[src/rtl/token_link_fsm.sv]
module token_link_fsm #(
  parameter int IDLE_CYC = 8,
  parameter int TW = 16
) (
  input  logic          clk,
  input  logic          rst_n,
  input  logic          rx_sof,
  input  logic          rx_valid,
  input  logic [7:0]    rx_byte,
  input  logic          rx_end,
  input  logic          rx_crc_ok,
  input  logic          line_active,
  input  logic [7:0]    my_id,
  input  logic [7:0]    next_id,
  input  logic [TW-1:0] tmo_limit,
  output logic          tx_req,
  output logic [2:0]    tx_kind,
  output logic [7:0]    tx_dest,
  input  logic          tx_done,
  input  logic          tx_pending,
  input  logic [7:0]    pkt_dest,
  output logic          tx_sent,
  input  logic          rx_full,
  output logic          rx_store,
  output logic [3:0]    state_o
);
  localparam logic [3:0] S_RESET = 4'd0, S_WT_IDLE = 4'd1, S_WT_ACT = 4'd2, S_DEC_TYPE = 4'd3,
                         S_DEC_DST = 4'd4, S_RECON = 4'd5, S_ANS_ENQ = 4'd6, S_PASS = 4'd7,
                         S_WT_TOK = 4'd8, S_TX_ENQ = 4'd9, S_WT_ENQ = 4'd10, S_TX_PKT = 4'd11,
                         S_WT_PKT = 4'd12, S_RX_PKT = 4'd13, S_TX_ACK = 4'd14;
  localparam logic [7:0] T_TOKEN = 8'h04, T_ENQ = 8'h85, T_ACK = 8'h86, T_NAK = 8'h15, T_PKT = 8'h01;
  localparam logic [2:0] K_RECON = 3'd0, K_TOKEN = 3'd1, K_ENQ = 3'd2, K_ACK = 3'd3,
                         K_NAK = 3'd4, K_PKT = 3'd5;
  localparam logic [TW-1:0] IDLE_LAST = TW'(IDLE_CYC - 1);

  logic [3:0]    state, nxt;
  logic [TW-1:0] cnt;
  logic [7:0]    typ, did1;
  logic          got1;

  wire idle_hit  = !line_active && cnt == IDLE_LAST;
  wire tmo_hit   = !line_active && ({1'b0, cnt} + 1'b1) >= {1'b0, tmo_limit};
  wire reply_ack = rx_valid && rx_byte == T_ACK;
  wire reply_nak = rx_valid && rx_byte == T_NAK;
  wire for_me    = rx_byte == did1 && rx_byte == my_id;
  wire known     = rx_byte == T_TOKEN || rx_byte == T_ENQ || rx_byte == T_PKT;

  always_comb begin
    nxt = state;
    case (state)
      S_RESET:    if (tx_done) nxt = S_WT_IDLE;
      S_WT_IDLE:  if (idle_hit) nxt = S_WT_ACT;
      S_WT_ACT:   if (rx_sof) nxt = S_DEC_TYPE;
      S_DEC_TYPE: if (rx_valid) nxt = known ? S_DEC_DST : S_WT_IDLE;
      S_DEC_DST:
        if (rx_valid && got1) begin
          if (!for_me) nxt = S_WT_IDLE;
          else if (typ == T_TOKEN) nxt = tx_pending ? S_TX_ENQ : S_PASS;
          else if (typ == T_ENQ) nxt = S_ANS_ENQ;
          else nxt = S_RX_PKT;
        end
      S_RECON, S_ANS_ENQ, S_TX_ACK: if (tx_done) nxt = S_WT_IDLE;
      S_PASS:     if (tx_done) nxt = S_WT_TOK;
      S_WT_TOK:   if (line_active) nxt = S_WT_IDLE; else if (tmo_hit) nxt = S_RECON;
      S_TX_ENQ:   if (tx_done) nxt = S_WT_ENQ;
      S_WT_ENQ:   if (reply_ack) nxt = S_TX_PKT; else if (reply_nak || tmo_hit) nxt = S_PASS;
      S_TX_PKT:   if (tx_done) nxt = S_WT_PKT;
      S_WT_PKT:   if (reply_ack || reply_nak || tmo_hit) nxt = S_PASS;
      S_RX_PKT:   if (rx_end) nxt = (rx_crc_ok && !rx_full) ? S_TX_ACK : S_WT_IDLE;
      default:    nxt = S_RESET;
    endcase
  end

  always_ff @(posedge clk) begin
    if (!rst_n) begin
      state    <= S_RESET;
      cnt      <= '0;
      typ      <= '0;
      did1     <= '0;
      got1     <= 1'b0;
      tx_sent  <= 1'b0;
      rx_store <= 1'b0;
    end else begin
      state <= nxt;
      if (nxt != state || line_active) cnt <= '0;
      else if (cnt != '1) cnt <= cnt + 1'b1;
      if (state == S_DEC_TYPE) begin
        got1 <= 1'b0;
        if (rx_valid) typ <= rx_byte;
      end else if (state == S_DEC_DST && rx_valid && !got1) begin
        did1 <= rx_byte;
        got1 <= 1'b1;
      end
      tx_sent  <= state == S_WT_PKT && reply_ack;
      rx_store <= state == S_RX_PKT && rx_end && rx_crc_ok && !rx_full;
    end
  end

  assign state_o = state;
  assign tx_req = state == S_RESET || state == S_RECON || state == S_ANS_ENQ || state == S_PASS ||
                  state == S_TX_ENQ || state == S_TX_PKT || state == S_TX_ACK;

  always_comb begin
    case (state)
      S_PASS:    tx_kind = K_TOKEN;
      S_TX_ENQ:  tx_kind = K_ENQ;
      S_TX_PKT:  tx_kind = K_PKT;
      S_TX_ACK:  tx_kind = K_ACK;
      S_ANS_ENQ: tx_kind = rx_full ? K_NAK : K_ACK;
      default:   tx_kind = K_RECON;
    endcase
  end

  assign tx_dest = (state == S_PASS) ? next_id :
                   (state == S_TX_ENQ || state == S_TX_PKT) ? pkt_dest : 8'h00;

  a_r2_idle_needs_silence: assert property (@(posedge clk) disable iff (!rst_n)
    (state == S_WT_ACT && $past(state) == S_WT_IDLE) |-> !$past(line_active));
  a_r5_ack_after_store: assert property (@(posedge clk) disable iff (!rst_n)
    rx_store |-> (state == S_TX_ACK && tx_req && tx_kind == K_ACK));
  a_r6_token_to_next: assert property (@(posedge clk) disable iff (!rst_n)
    (tx_req && tx_kind == K_TOKEN) |-> tx_dest == next_id);
  a_r7_watch_ends_on_activity: assert property (@(posedge clk) disable iff (!rst_n)
    ($past(state) == S_WT_TOK && state == S_WT_IDLE) |-> $past(line_active));
  a_r8_packet_only_after_ack: assert property (@(posedge clk) disable iff (!rst_n)
    (state == S_TX_PKT && $past(state) != S_TX_PKT) |-> $past(state) == S_WT_ENQ);
  a_r9_sent_passes_token: assert property (@(posedge clk) disable iff (!rst_n)
    tx_sent |-> (state == S_PASS && $past(state) == S_WT_PKT));
endmodule

[config.mk]
export PLATFORM = sky130hd
export DESIGN_NAME = token_link_fsm
export DESIGN_NICKNAME = d
export VERILOG_FILES = /design/src/rtl/token_link_fsm.sv
export SDC_FILE = /design/constraint.sdc
export NUM_CORES = 1
export LEC_CHECK = 0
export CORE_MARGIN = 8
export CORE_UTILIZATION = 30
export DETAILED_ROUTE_END_ITERATION = 8
export PLACE_DENSITY = 0.56
export SLEW_MARGIN = 40
export SYNTH_ARGS = -nofsm -noshare
export SYNTH_HDL_FRONTEND = slang
export SYNTH_SLANG_ARGS = --single-unit
export TNS_END_PERCENT = 100
[constraint.sdc]
create_clock -name clk -period 4.8 [get_ports clk]
set_input_delay 0.96 -clock clk [delete_from_list [all_inputs] [get_ports clk]]
set_output_delay 0.96 -clock clk [all_outputs]
set_load 0.01 [all_outputs]
Yosys cells after proc, flatten, opt, wreduce, memory -nomap -nowiden
Cells that the tools add are included.

word-level totals
  input port bits = 58
  register bits after elaboration = 39

operators by class
  multiplexer cells = 25
  bitwise logic cells = 2
  add/sub/neg operators = 2
  reductions and logical operators = 35
  equality and inequality tests = 26
  order comparisons = 1

operators by type and width
  cell                     count
  $mux W4                  19
  $pmux W4 S12             1
  $eq A4 B4 Y1 const B     7
  $eq A8 B8 Y1 const B     3
  $add A16 B1 Y17 const B  1
  $ge A17 B16 Y1           1
  $add A16 B1 Y16 const B  1
  $eq A16 B3 Y1 const B    1
  $eq A4 B3 Y1 const B     4
  $eq A8 B3 Y1 const B     2
  $eq A8 B8 Y1             2
  $mux W8                  2
  $ne A16 B16 Y1 const B   1
  $pmux W3 S5              1
  $logic_and A1 B1 Y1      13
  $logic_or A1 B1 Y1       13
  $eq A4 B2 Y1 const B     2
  $eq A8 B1 Y1 const B     1
  $eq A8 B5 Y1 const B     1
  $mux W3                  2
  $eq A4 B1 Y1 const B     1
  $logic_not A4 Y1         1
  $ne A4 B4 Y1             1
  $reduce_and A2 Y1        2
  4 further kinds          8

Logic depth before layout (Yosys ltp)
  word-level depth = 10
  mapped depth = 14
  gate-level depth less buffers = 13

Worst setup path before layout
OpenSTA, ideal clock, no wires.

  path kind = reg2reg
  start point = register cnt[0]
  end point = register cnt[10]
  clock period less this slack = 3417 ps
  arrival = 3329 ps
  stages on the path, launching flop included = 15
  library setup time = 88 ps
  path slack = 1383 ps
  cell sequence = dfxtp_1 > ha_1 > nand3_1 > or2_2 > nor2_1 > xor2_1 > ha_1 > nand4_1 > nor2_1 > a2111oi_4 > a31oi_4 > a221o_2 > xor2_4 > buf_6 > nor4_2

on the way
  cells in the longest elaborated chain, start to end = 10
  elaborated cells between the ends (all ways) = 19
  those cells by class = 2 x add/sub; 1 x order compare; 3 x eq/ne; 7 x mux; 6 x reduce/logical

RTL lines
  what                        RTL line  source
  start, declared             37        logic [TW-1:0] cnt;
  start signal, assigned      86        else if (cnt != '1) cnt <= cnt + 1'b1;
  $add A16 B1 Y17             42        wire tmo_hit = !line_active && ({1'b0, cnt} + 1'b1) >= {1'b0, tmo_limit};
  $ge A17 B16 Y1              42
  $logic_and A1 B1 Y1         42
  $logic_or A1 B1 Y1          66        S_WT_ENQ: if (reply_ack) nxt = S_TX_PKT; else if (reply_nak || tmo_hit) nxt = S_PASS;
  $mux W4 (2 in a row)        66
  $pmux W4 S12                50        case (state)
  $ne A4 B4 Y1                85        if (nxt != state || line_active) cnt <= '0;
  $logic_or A1 B1 Y1          85
  $reduce_or A2 Y1 (no line)  --

Parallel ways exist; a longest one is shown, timed or not.
A chain may end at the register's enable or synchronous reset.

Final worst setup path
  start point = register cnt[0]
  end point = register cnt[15]

Same word-level chain as after synthesis.

==> results.md <==
* Status: complete, no violations
* Global-route wire length before repair at 16300 um
* Flops & latches, synth at 39
* Cells after synthesis at 417
* Clk_lat worst skew at 300 ps
* CTS resizes at 0
* Power Density at 170 mW/mm^2
* Final setup fails at 0
* Final GP Congestion at 0.857
* Leakage at 1.62 nW
* Ant. Diodes at 0
* Vias in the first global route at 3209
* Reg-to-Reg End: cnt[15]
* CTS Sinks at 39
* Post-DRT Antenna Nets at 0
* Initial core utilization at 30.8%
* DP HPWL at 7710 um
* EDFF count, synth at 0
* Critical path data required time at 4960 ps
* Most common cell after layout, fill and taps aside: clkdlybuf4s50_1
* WP data arrival at 4020 ps
* Post-Route WL at 10100 um
* Ranking of synthesized cells by area: dfxtp_1 (23%), ha_1 (6.3%), nor2_1 (4.6%), nor4_2 (4.1%), a21oi_1 (4.0%)
* Slew HR at 49.4%
* Max Cap Viol at 0
* CP endpoint kind: flop
* Die Width at 122 um
* Crit-path max FO at 16
* Worst reg2reg startpoint: cnt[0]
* Combinational share of power at 15.4%
* Cell taking the most area after synthesis: dfxtp_1
* Iter 0 DRT Violations at 240
* RSZ-0062 raised after global routing: false
* IO Pins at 76
* DRC at 0
* Busiest layer in global routing: met2
* Most frequent cells in the layout: clkdlybuf4s50_1 (75), nor2_1 (40), dfxtp_1 (38)
* Net Sw Power at 181 uW
* Crit path capture: cnt[15]
* Largest net degree at the start of global routing at 28
* Sequential area share after synthesis at 23.3%
* Worst Setup Start Kind: flop
* Slew @ Worst Pin at 758 ps
* CTS tree: built
* VDD IR max at 0.104 mV
* Ys async rst share at 0%
* Yosys top cell area share at 23.3%
* Hold/Removal Path Class: flop to flop
* Fraction of layout cells with a size suffix above 1 at 9.75%
* Post-route clock period utilization at 80.5%
* Die Y-Extent at 122 um
* Setup_tns at 0 ps
* Vias at 3431
* Mapped Nets at 492
* Cts hold-fix bufs at 0
* Core Rows at 38
* Clock skew at 13.7 ps
* Switch share at 24.6%
* Clock power share at 39.9%
* Met1 Usage GRT at 18.4%
* Worst Reg2Reg Path Length in Cells at 13
* Max-slew violation count at 0
* Clock transition at path regs at 80 ps
* Ys flop type: dfxtp_1
* Core area at 0.0109 sq mm
* Count of cell types in the netlist at 68
* CTS root buf: clkbuf_8
* Initial antenna violation count at 0
* Area Growth Syn to Fin at 29.1%
* Layout Nets at 556
* Final core occ at 39.8%
* Postcts setup bufs at 0
* Final min period at 3870 ps
* Synth warnings at 0
* Clock Tree Buf Depth at 2
* Wire per inst at 16.2 um
* Critical Path Start: cnt[0]
* Avg Synthesized Cell Area at 8.04 sq um
* Htree depth at 2
* IO Port Bufs at 75
* Drt pass-1 iters at 5
* Met2 Use GR at 20.3%
* Final Total Pwr at 736 uW
* Overflow after GRT at 0
* TritonCTS buffer count at 5
* Synthesized cell area at 0.00335 sq mm
* Total track usage at 13.3%
* GR Util met3 at 2.92%
* R2r setup slk at 930 ps
* DR vias/cell at 5.52
* Maximum clock rate at 259 MHz
* DIE AREA at 0.0148 sq mm
* Internal power at 555 uW
* Sequential power share at 44.7%
* Endpoints failing hold at 0
* Crit path kind: flop to flop
[metrics by stage]
step	hold WS, ps	setup slack [ps]	instances	cell area, sq um
after detailed placement	452	910	614	4210
after floorplan	432	1380	417	3350
after global placement	445	871	613	4200
final	462	934	622	4330
after global routing	491	652	622	4330
after CTS	465	927	622	4330
[worst min path at each step]
stage,start,slack [ps],to,cells past startpoint
after global routing,typ[1],490,typ[1],2
final,typ[1],460,typ[1],2
after detailed placement,typ[1],450,typ[1],2
after floorplan,typ[2],430,typ[2],2
after global placement,typ[4],450,typ[4],2
after CTS,typ[1],460,typ[1],2
[power groups by stage]
stage / sequential [mW] / clock, mW / combinational (mW)
2_1_floorplan: 0.333 / 0 / 0.0479
3_3_place_gp: 0.336 / 0 / 0.112
3_5_place_dp: 0.336 / 0 / 0.113
4_1_cts: 0.329 / 0.302 / 0.113
5_1_grt: 0.330 / 0.316 / 0.123
6_report: 0.329 / 0.294 / 0.113
[logic make-up after synthesis]
| group | count (synthesis) | synth area share [%] |
|---|---|---|
| buffers and inverters | 46 | 6.12 |
| multiplexers | 10 | 3.02 |
| AND/OR/NAND/NOR | 189 | 33.6 |
| AO/OA/AOI/OAI | 99 | 22.6 |
| flip-flops | 39 | 23.3 |
| adder cells (fa/ha/maj) | 17 | 6.34 |
| XOR/XNOR | 17 | 5.00 |
[layout make-up]
cell class                 instances  area (sq um)
fill                            1121          6560
tap                              140           175
clock buffer                       6          82.6
sequential                        39           782
multi-input combinational        332          2370
clock inverter                     2          35.0
inverter                          21          78.8
timing repair buffer              82           807
[critical path, stage by stage (launching register included)]
cell      delay, ps
dfxtp_1         410
ha_1            230
nand3_1         200
or2_2           380
nor2_1          130
xor2_1          230
ha_1            290
a211oi_1        230
o21bai_1        110
o21bai_1        260
a31oi_4         180
a221o_2         440
xor2_4          500
nor4_1          130
[per-layer routing]
metal | vias up | share of wire, %
li1 | 1709 | -
met1 | 1596 | 50
met2 | 117 | 42
met3 | 9 | 7.0
met4 | 0 | 0.92
met5 | - | 0
[sequential cells by signal (all words and copies together), names as in the netlist]
register / count
got1: 1
typ: 8
did1: 8
cnt: 16
state_o: 4
tx_sent: 1
rx_store: 1
[Yosys cell counts, types with 3 or more instances]
| library cell | instances |
|---|---|
| nand3_1 | 23 |
| inv_1 | 20 |
| nor4_1 | 13 |
| o22ai_1 | 5 |
| nor2_1 | 41 |
| o21ai_1 | 4 |
| o211ai_1 | 3 |
| o21bai_1 | 3 |
| a31oi_1 | 4 |
| a21oi_1 | 27 |
| nor4_2 | 11 |
| o221ai_1 | 14 |
| a211oi_1 | 3 |
| nor3b_1 | 9 |
| ha_1 | 17 |
| mux2i_1 | 9 |
| nand2_1 | 26 |
| o21a_1 | 3 |
| buf_6 | 3 |
| buf_2 | 5 |
| nand4_1 | 10 |
| dfxtp_1 | 39 |
| and2_1 | 3 |
| clkbuf_1 | 16 |
| nor3_1 | 13 |
| nand3b_1 | 3 |
| xor2_1 | 6 |
| a21o_1 | 4 |
| xnor2_1 | 10 |
| nand2b_1 | 9 |
| and3_1 | 10 |
| o21ai_0 | 6 |
Note: power is estimated with default switching activity, not from simulation.
